File: src/rtl/cp_wake_pkg.sv
package cp_wake_pkg;
  typedef enum logic [1:0] {
    PH_ASLEEP = 2'b00,
    PH_WAKING = 2'b01,
    PH_READY  = 2'b10,
    PH_BUSY   = 2'b11
  } phase_t;
endpackage

File: src/rtl/cp_settle_timer.sv
module cp_settle_timer #(
  parameter int SETTLE_CYCLES = 528000
) (
  input  logic clk,
  input  logic rst,
  input  logic clr,
  input  logic en,
  output logic done
);
  localparam int CW = (SETTLE_CYCLES > 1) ? $clog2(SETTLE_CYCLES) : 1;
  localparam logic [CW-1:0] LAST = CW'(SETTLE_CYCLES - 1);

  logic [CW-1:0] cnt;

  always_ff @(posedge clk) begin
    if (rst || clr)
      cnt <= '0;
    else if (en && cnt != LAST)
      cnt <= cnt + 1'b1;
  end

  assign done = (cnt == LAST);
endmodule

File: src/rtl/cp_alert_sync.sv
module cp_alert_sync #(
  parameter int STAGES = 2
) (
  input  logic clk,
  input  logic rst,
  input  logic alert_n,
  input  logic clr,
  output logic data_ready
);
  // sh[STAGES-1] is the synchronised level, sh[STAGES] its previous value
  logic [STAGES:0] sh;
  logic            fall;

  always_ff @(posedge clk) begin
    if (rst)
      sh <= '1;
    else
      sh <= {sh[STAGES-1:0], alert_n};
  end

  assign fall = sh[STAGES] & ~sh[STAGES-1];

  always_ff @(posedge clk) begin
    if (rst)
      data_ready <= 1'b0;
    else if (fall)
      data_ready <= 1'b1;
    else if (clr)
      data_ready <= 1'b0;
  end
endmodule

File: src/rtl/cp_rst_pulse.sv
module cp_rst_pulse #(
  parameter int PULSE_CYCLES = 16
) (
  input  logic clk,
  input  logic rst,
  input  logic fire,
  output logic port_rst_n
);
  localparam int PW = $clog2(PULSE_CYCLES + 1);
  localparam logic [PW-1:0] LOAD = PW'(PULSE_CYCLES);

  logic [PW-1:0] cnt, cnt_n;

  always_comb begin
    if (fire)
      cnt_n = LOAD;
    else if (cnt != '0)
      cnt_n = cnt - 1'b1;
    else
      cnt_n = '0;
  end

  always_ff @(posedge clk) begin
    if (rst) begin
      cnt        <= '0;
      port_rst_n <= 1'b1;
    end else begin
      cnt        <= cnt_n;
      port_rst_n <= (cnt_n == '0);
    end
  end
endmodule

File: src/rtl/cp_wake_seq.sv
module cp_wake_seq
  import cp_wake_pkg::*;
#(
  parameter int SETTLE_CYCLES    = 528000,
  parameter int RST_PULSE_CYCLES = 16,
  parameter int SYNC_STAGES      = 2
) (
  input  logic       clk,
  input  logic       rst,
  input  logic       xfer_req,
  input  logic       xfer_done,
  input  logic       sleep_sent,
  input  logic       port_rst_req,
  input  logic       flag_clr,
  input  logic       alert_n_in,
  output logic       wake_out,
  output logic       grant,
  output logic       port_rst_n,
  output logic       data_ready,
  output logic [1:0] phase
);
  phase_t state, nxt;
  logic   fire;
  logic   tmr_clr, tmr_done;

  // sleep strobe outranks a reset request in the same cycle
  assign fire = port_rst_req & ~sleep_sent;

  always_comb begin
    nxt = state;
    if (sleep_sent)
      nxt = PH_ASLEEP;
    else if (port_rst_req)
      nxt = PH_WAKING;
    else begin
      unique case (state)
        PH_ASLEEP: if (xfer_req)  nxt = PH_WAKING;
        PH_WAKING: if (tmr_done)  nxt = PH_READY;
        PH_READY:  if (xfer_req)  nxt = PH_BUSY;
        PH_BUSY:   if (xfer_done) nxt = PH_READY;
      endcase
    end
  end

  assign tmr_clr = (nxt == PH_WAKING) && ((state != PH_WAKING) || fire);

  cp_settle_timer #(.SETTLE_CYCLES(SETTLE_CYCLES)) timer_i (
    .clk  (clk),
    .rst  (rst),
    .clr  (tmr_clr),
    .en   (state == PH_WAKING),
    .done (tmr_done)
  );

  always_ff @(posedge clk) begin
    if (rst) begin
      state    <= PH_ASLEEP;
      wake_out <= 1'b0;
      grant    <= 1'b0;
    end else begin
      state    <= nxt;
      wake_out <= (nxt != PH_ASLEEP);
      grant    <= (nxt == PH_BUSY);
    end
  end

  assign phase = state;

  cp_rst_pulse #(.PULSE_CYCLES(RST_PULSE_CYCLES)) pulse_i (
    .clk        (clk),
    .rst        (rst),
    .fire       (fire),
    .port_rst_n (port_rst_n)
  );

  cp_alert_sync #(.STAGES(SYNC_STAGES)) alert_i (
    .clk        (clk),
    .rst        (rst),
    .alert_n    (alert_n_in),
    .clr        (flag_clr),
    .data_ready (data_ready)
  );
endmodule

File: config.mk
export PLATFORM = sky130hd
export DESIGN_NAME = cp_wake_seq
export DESIGN_NICKNAME = d
export VERILOG_FILES = /design/src/rtl/cp_wake_pkg.sv /design/src/rtl/cp_settle_timer.sv /design/src/rtl/cp_alert_sync.sv /design/src/rtl/cp_rst_pulse.sv /design/src/rtl/cp_wake_seq.sv
export SDC_FILE = /design/constraint.sdc
export NUM_CORES = 1
export LEC_CHECK = 0
export ABC_AREA = 1
export BUFFER_PORTS_ARGS = -buffer_cell sky130_fd_sc_hd__buf_2
export CAP_MARGIN = 15
export CORE_ASPECT_RATIO = 1.4
export CORE_UTILIZATION = 50
export DETAILED_ROUTE_END_ITERATION = 8
export MAX_ROUTING_LAYER = met4
export PLACE_DENSITY = 0.68
export SYNTH_ARGS = -nofsm -noshare
export SYNTH_HDL_FRONTEND = slang
export SYNTH_HIERARCHICAL = 1
export SYNTH_SLANG_ARGS = --single-unit
File: constraint.sdc
create_clock -name clk -period 6.5 [get_ports clk]
set_clock_uncertainty 0.2 [all_clocks]
set_input_delay 0.975 -clock clk [delete_from_list [all_inputs] [get_ports clk]]
set_output_delay 0.975 -clock clk [all_outputs]
set_load 0.05 [all_outputs]
==> qor.yml <==
holdBufCountCts: 0
critPathKind: "flop to flop"
clock.fmax_ghz: 0.314
grt_antenna_before_repair: 0
synth_fp_nets: 285
cp.arrival_ps: 3190
first_pass_iters: 4
critPathMaxStageDelay_ps: 620
gp_congestion: 0.822
place_inst: 325
num_vias: 1637
cellPowerDensity_mw_per_mm2: 275
core_area_mm2: 0.00338
slew_headroom: 0.466
numPortBuffers: 13
tns_ps: 0
maxSlewViolCount: 0
cts_root_buf: "clkbuf_8"
grt_pass1_wl_um: 6160
die_w_um: 52.4
finalNetCount: 302
start_util: 0.526
outcome: "complete, no violations"
max-cap-violations: 0
leakagePower_nw: 0.898
dieArea_mm2: 0.00380
yosys_warnings: 6
hpwl_um: 2720
grt_pass1_vias: 1547
cp_slowest_cell: "nor2_1"
clockBufferDepth: 2
pwr-share-comb: 0.265
ir_drop_mv: 0.212
grt_usage: 0.226
multi_input_area_um2: 903
numCtsBuffers: 5
via_per_inst: 4.92
critical_path.max_fanout: 13
synth_area_mm2: 0.00178
htreeDepth: 2
clkPwrFrac: 0.296
cp-start-kind: "flop"
ff_latch_area_um2: 681
ant_nets: 0
final_common_cell: "nand2_1"
syn_inst: 275
instances_no_fill: 333
synth_top_area_share: 0.383
postSynthAreaPerCell_um2: 6.47
cts_resized: 0
grt_start_max_net_pins: 14
post_cts_buffers: 0
clkLatencyLatePin_ps: 280
routedWlPerCell_um: 10.7
min_path_type: "flop to flop"
io_pins: 14
drive_gt1_frac: 0.140
tightest_slew_ps: 798
yosysSeqAreaShare: 0.383
drtIter0Drc: 35
path_clk_slew_ps: 70
hold_viol: 0
syn_to_final_growth_pct: 11.0
wl_um: 3570
critical_path.top_delay_family: "simple AND/OR/NAND/NOR gates"
critPathRequiredTime_ps: 6500
grt_overflow_total: 0
p_seq_frac: 0.439
yosys.cell_types.count: 25
min_period_ps: 3190
netSwitchingPower_mw: 0.182
path_cells: "ha_1 -> inv_1 -> nor2_4 -> nand3_1 -> inv_1 -> a21oi_1 -> nor2_1 -> nand2_1 -> nand2_1 -> nor2_1 -> nor2_1 -> inv_1 -> nor3_1"
crit_buf_inv: 3
diodes: 0
synth_area_leaders: "dfxtp_1, nand2_1, nor2_1"
final_cell_mix: "nand2_1, nor2_1, inv_1, dfxtp_1, nand3_1"
switching_share: 0.335
intPower_mw: 0.361
endpoint_kind: "flop"
fin_crit_sh: 0.491
row_count: 25
fillers: 370
ys_ff_latch: 34
cts.sinks: 34
rsz0062_at_grt: "no"
cts_tree: "built"
setup_viol: 0
drc: 0
die_h_um: 72.6
synth_top_area_cell: "dfxtp_1"
-- flip-flops by register name, indices dropped and copies added (netlist names) --
signal,flops
timer_i/cnt,20
alert_i/sh,3
pulse_i/port_rst_n,1
grant,1
wake_out,1
pulse_i/cnt,5
phase,2
alert_i/data_ready,1
-- cells by family (layout without fill, tap and decap cells) --
group,count (synthesis),count (layout),share of synthesized area
buf+inv,51,69,0.109
flops,34,34,0.383
fa+ha+maj,2,2,0.0141
xor+xnor,1,1,0.00493
simple gates,164,164,0.422
compound gates,23,23,0.0669
-- worst register-to-register path, cell delays in order, from the launching register on --
cell and delay (ps):
dfxtp_1 380, ha_1 210, inv_1 80, nor2_4 140, nand3_1 320, inv_1 170, a21oi_1 80, nor2_1 120
nand2_1 90, nand2_1 70, nor2_1 50, nor2_1 620, inv_1 340, nor3_1 250
-- Yosys cell counts --
cell and n:
or2_2 1, nand3b_1 1, nand3_2 4, or2_1 2
nand3_1 26, nor3_1 9, nor2_2 5, xor2_1 1
buf_2 2, inv_1 45, a21oi_1 17, nand2_2 2
inv_2 2, nand2_1 62, dfxtp_1 34, nand4_1 1
clkinv_1 1, nor2_1 46, o21ai_2 1, clkbuf_1 1
nand2_4 1, o21ai_0 5, ha_1 2, nor2_4 2
nor3_2 2
-- metal layers --
metal,global-route usage,vias to the layer above,share of wire
met1,0.214,723,0.43
met2,0.398,23,0.52
li1,-,883,-
met5,-,-,0
met3,0.0545,8,0.026
met4,0.137,0,0.027
-- per-stage QoR --
stage	setup WS, ps	area, µm²	util	hold WS [ps]	power (mW)
final	3310	1970	0.584	221	0.543
after floorplan	4150	1780	-	183	0.361
after global placement	3420	1880	0.556	189	0.387
after global routing	3030	1970	0.584	233	0.581
after detailed placement	3380	1880	0.556	191	0.389
after CTS	3340	1970	0.584	217	0.552
-- area by class of cell --
class / instances / share of cell area
multi-input combinational: 190 / 0.458
inverter: 48 / 0.0913
timing repair buffer: 13 / 0.0330
clock inverter: 2 / 0.00634
sequential: 34 / 0.345
clock buffer: 6 / 0.0418
tap: 40 / 0.0253
-- path summary, 6_finish.rpt --
kind         slack (ps)            from               to  cells past startpoint
max reg2reg        3310  timer_i/cnt[0]  timer_i/cnt[11]                     13
max                3310  timer_i/cnt[0]  timer_i/cnt[11]                     13
min reg2reg         220   alert_i/sh[0]    alert_i/sh[1]                      1
min                 220   alert_i/sh[0]    alert_i/sh[1]                      1
-- power by group through the flow --
stage / clock [mW] / sequential [mW] / combinational [mW]
after floorplan: 0 / 0.256 / 0.105
after global placement: 0 / 0.242 / 0.144
after detailed placement: 0 / 0.243 / 0.146
after CTS: 0.167 / 0.238 / 0.147
after global routing: 0.174 / 0.240 / 0.167
final: 0.161 / 0.238 / 0.144
No activity file was read; power rests on OpenSTA's default activity.
